==> src/rtl/intr_seq_pkg.sv <==
package intr_seq_pkg;

  typedef struct packed {
    logic clrAr;
    logic loadTr;
    logic memWr;
    logic clrPc;
    logic incPc;
    logic clrIen;
    logic clrPend;
    logic clrSc;
  } intStrobes_t;

  typedef enum logic [1:0] {
    STEP_IDLE = 2'd0,
    STEP_SAVE = 2'd1,
    STEP_VEC  = 2'd2
  } intStep_e;

endpackage

==> src/rtl/intr_seq_ctrl.sv <==
module intr_seq_ctrl
  import intr_seq_pkg::*;
(
  input  logic        clk,
  input  logic        rstN,
  input  logic        ienFlag,
  input  logic        inFlag,
  input  logic        outFlag,
  input  logic        execPhase,
  input  logic        cycleStart,
  output logic        intReq,
  output logic        intCycle,
  output intStrobes_t strobes
);

  intStep_e stepQ, stepD;
  logic     pendQ;
  logic     firstStep;
  logic     raiseReq;

  // First step runs in place of fetch step 0, no idle bubble.
  assign firstStep = (stepQ == STEP_IDLE) && cycleStart && pendQ;
  assign raiseReq  = execPhase && ienFlag && (inFlag || outFlag);

  always_comb begin
    stepD = stepQ;
    case (stepQ)
      STEP_IDLE: if (firstStep) stepD = STEP_SAVE;
      STEP_SAVE: stepD = STEP_VEC;
      STEP_VEC:  stepD = STEP_IDLE;
      default:   stepD = STEP_IDLE;
    endcase
  end

  always_comb begin
    strobes         = '0;
    strobes.clrAr   = firstStep;
    strobes.loadTr  = firstStep;
    strobes.memWr   = (stepQ == STEP_SAVE);
    strobes.clrPc   = (stepQ == STEP_SAVE);
    strobes.incPc   = (stepQ == STEP_VEC);
    strobes.clrIen  = (stepQ == STEP_VEC);
    strobes.clrPend = (stepQ == STEP_VEC);
    strobes.clrSc   = (stepQ == STEP_VEC);
  end

  assign intCycle = firstStep || (stepQ != STEP_IDLE);

  always_ff @(posedge clk or negedge rstN) begin
    if (!rstN) begin
      stepQ <= STEP_IDLE;
      pendQ <= 1'b0;
    end else begin
      stepQ <= stepD;
      // Clear wins; no new request is taken inside an interrupt cycle.
      if (strobes.clrPend)
        pendQ <= 1'b0;
      else if (raiseReq && !intCycle)
        pendQ <= 1'b1;
    end
  end

  assign intReq = pendQ;

endmodule

==> src/rtl/intr_seq_dp.sv <==
module intr_seq_dp
  import intr_seq_pkg::*;
#(
  parameter int PC_W      = 12,
  parameter int ADDR_W    = 12,
  parameter int SAVE_ADDR = 0
) (
  input  logic              clk,
  input  logic              rstN,
  input  intStrobes_t       strobes,
  input  logic [PC_W-1:0]   pcIn,
  output logic [ADDR_W-1:0] memAddr,
  output logic [PC_W-1:0]   memData
);

  localparam logic [ADDR_W-1:0] SaveAddrC = ADDR_W'(SAVE_ADDR);

  logic [PC_W-1:0] trQ;

  always_ff @(posedge clk or negedge rstN) begin
    if (!rstN)
      trQ <= '0;
    else if (strobes.loadTr)
      trQ <= pcIn;
  end

  assign memAddr = SaveAddrC;
  assign memData = trQ;

endmodule

==> src/rtl/intr_cycle_seq.sv <==
module intr_cycle_seq
  import intr_seq_pkg::*;
#(
  parameter int PC_W   = 12,
  parameter int ADDR_W = 12
) (
  input  logic              clk,
  input  logic              rstN,
  input  logic              ienFlag,
  input  logic              inFlag,
  input  logic              outFlag,
  input  logic              execPhase,
  input  logic              cycleStart,
  input  logic [PC_W-1:0]   pcIn,
  output logic              intReq,
  output logic              intCycle,
  output logic              clrAr,
  output logic              loadTr,
  output logic              memWr,
  output logic [ADDR_W-1:0] memAddr,
  output logic [PC_W-1:0]   memData,
  output logic              clrPc,
  output logic              incPc,
  output logic              clrIen,
  output logic              clrSc
);

  intStrobes_t strobes;

  intr_seq_ctrl u_ctrl (
    .clk       (clk),
    .rstN      (rstN),
    .ienFlag   (ienFlag),
    .inFlag    (inFlag),
    .outFlag   (outFlag),
    .execPhase (execPhase),
    .cycleStart(cycleStart),
    .intReq    (intReq),
    .intCycle  (intCycle),
    .strobes   (strobes)
  );

  intr_seq_dp #(.PC_W(PC_W), .ADDR_W(ADDR_W), .SAVE_ADDR(0)) u_dp (
    .clk    (clk),
    .rstN   (rstN),
    .strobes(strobes),
    .pcIn   (pcIn),
    .memAddr(memAddr),
    .memData(memData)
  );

  assign clrAr  = strobes.clrAr;
  assign loadTr = strobes.loadTr;
  assign memWr  = strobes.memWr;
  assign clrPc  = strobes.clrPc;
  assign incPc  = strobes.incPc;
  assign clrIen = strobes.clrIen;
  assign clrSc  = strobes.clrSc;

endmodule

==> config.mk <==
export PLATFORM = sky130hd
export DESIGN_NAME = intr_cycle_seq
export DESIGN_NICKNAME = d
export VERILOG_FILES = /design/src/rtl/intr_seq_pkg.sv /design/src/rtl/intr_seq_ctrl.sv /design/src/rtl/intr_seq_dp.sv /design/src/rtl/intr_cycle_seq.sv
export SDC_FILE = /design/constraint.sdc
export NUM_CORES = 1
export LEC_CHECK = 0
export BUFFER_PORTS_ARGS = -buffer_cell sky130_fd_sc_hd__buf_2
export CAP_MARGIN = 10
export CORE_UTILIZATION = 43
export CTS_CLUSTER_DIAMETER = 30
export DETAILED_ROUTE_END_ITERATION = 8
export GPL_TIMING_DRIVEN = 0
export PLACE_DENSITY = 0.82
export REMOVE_ABC_BUFFERS = 1
export SLEW_MARGIN = 15
export SYNTH_ARGS = -nofsm -noshare
export SYNTH_HDL_FRONTEND = slang
export SYNTH_HIERARCHICAL = 1
export SYNTH_SLANG_ARGS = --single-unit
==> constraint.sdc <==
create_clock -name clk -period 4.1 [get_ports clk]
set_input_delay 0.82 -clock clk [delete_from_list [all_inputs] [get_ports clk]]
set_output_delay 0.82 -clock clk [all_outputs]
set_load 0.05 [all_outputs]
==> out/results.tsv <==
metric	value	unit
slew at the pin closest to its max-slew limit	0.625	ns
critical path class	input pin to primary output	
CP Launch Type	input pin	
Worst R2R End	u_dp/memData[7]	
number of routed nets with antenna violations	0	
number of diodes	0	
Vias	486	
Worst Path Buf+Inv	3	
GP Congestion	0.662	
Pre-Repair DR Iteration Count	6	
failing checks	DRC	
Final Skew	0.000328	ns
minimum clock period	2.81	ns
Overflow after GRT	0	
gr usage total	13.0	%
Hold Path Class	input pin to async pin	
first-pass GRT wire length	1840	µm
clock buffer depth	2	
Worst Setup End Kind	primary output	
core area	1580	µm²
Rows	14	
CTS tree	built	
1st-iter DRT viols	10	
status	finished with violations	
final hold slack	0.433	ns
die width	44.2	µm
Max Clk Rate	356	MHz
Ports	52	
CTS buffer count	3	
Post-Route WL	1250	µm
Clock Sinks	15	
slowest stage delay, CP	0.49	ns
DRC Markers	6	
layout cells sized above 1	60.0	%
Worst-Skew Late Latency	0.27	ns
Max Slew Vio Count	0	
post-synthesis to final-layout area growth	19.9	%
HPWL after DPL	973	µm
met2 usage	21.2	%
required time worst endpoint	3.28	ns
Reg clk slew, reported paths	0.08	ns
worst r2r path cells	3	
Post-Synthesis Cells	59	
Critical Path AT	1.99	ns
H-tree level count	1	
GR Util met1	16.8	%
Period Utilization, post-route	68.5	%
Synth Area per Inst	13.0	µm²
maxcap violations	0	
Post-CTS Resized	0	
final hold viol count	0	
met3 Track Usage GR	2.86	%
number of synthesis warnings	6	
number of global-route vias before repair	448	
Die H	44.2	µm
Worst path top cell family by delay	buffers and inverters	
largest net degree at the start of global routing	16	
Initial Utilization	48.7	%
Port Buf Inserts	39	
clock root cell	clkbuf_4	
# setup viols final	0	
R2R Path Start	u_ctrl/stepQ[0]	
NumNets Final	115	
Wirelength per Cell	11.2	µm
GR peak layer	met2	
Worst path slowest cell	nor3_2	
synthesized area	767	µm²
RSZ-0062 raised after global routing	no	
Worst Path Max Fanout	8	
Max-slew headroom	58.1	%
internal reg-to-reg setup slack	2.42	ns
antenna violations before repair	0	
full die area	1960	µm²
Top cell by count, worst path	buf_2	
crit-path cells	buf_2, nand2_1, nor3_2, buf_6, buf_2	
post-CTS setup buffers	0	
hold-fix buffers at CTS	0	
Vias per Instance	4.38	
==> routing by layer <==
layer | up-vias | share of wire (%)
met5 | - | 0
met4 | 0 | 0
met3 | 0 | 10
met2 | 32 | 47
met1 | 219 | 43
li1 | 235 | -
==> worst max path at each step <==
stage | start | endpoint | slack (ns) | cells past startpoint
floorplan | cycleStart | clrAr | -0.84 | 2
global placement | cycleStart | loadTr | 0.16 | 4
detailed placement | cycleStart | loadTr | 1.27 | 5
CTS | cycleStart | loadTr | 1.27 | 5
global route | cycleStart | loadTr | 1.18 | 5
finish | cycleStart | loadTr | 1.29 | 5
==> layout make-up <==
| cell class | instances | area, µm² |
|---|---|---|
| inverters | 1 | 3.75 |
| repair buffers | 40 | 206 |
| multi-input cells | 35 | 288 |
| clock buffers | 4 | 26.3 |
| fillers | 138 | 657 |
| flip-flops and latches | 15 | 375 |
| well taps | 16 | 20.0 |
==> placed cells by master (no fill, tap or decap) <==
master / instances
inv_1: 1
conb_1: 12
nor2_1: 1
nand3b_1: 1
clkbuf_4: 3
dfrtp_1: 15
nand2_1: 2
mux2_2: 2
mux2_4: 10
a211oi_2: 1
buf_6: 1
nor2b_1: 3
nor3_2: 1
nor3_1: 2
clkbuf_1: 1
buf_2: 39
==> registers in the layout (all words and copies together) (netlist names) <==
name	cells
u_dp/memData	12
u_ctrl/intReq	1
u_ctrl/stepQ	2
==> through the flow <==
| step | instances | utilization [%] | setup slack (ns) | cell area, µm² | setup TNS [ns] |
|---|---|---|---|---|---|
| finish | 111 | 58.3 | 1.29 | 920 | 0 |
| global route | 111 | 58.3 | 1.18 | 920 | 0 |
| CTS | 111 | 58.3 | 1.27 | 920 | 0 |
| detailed placement | 107 | 56.7 | 1.27 | 893 | 0 |
| global placement | 106 | 55.6 | 0.155 | 877 | 0 |
| floorplan | 51 | - | -0.842 | 662 | -9.30 |
Power is not shown: default switching activity piles up to over one toggle a cycle in this logic, so the estimate is an artifact.
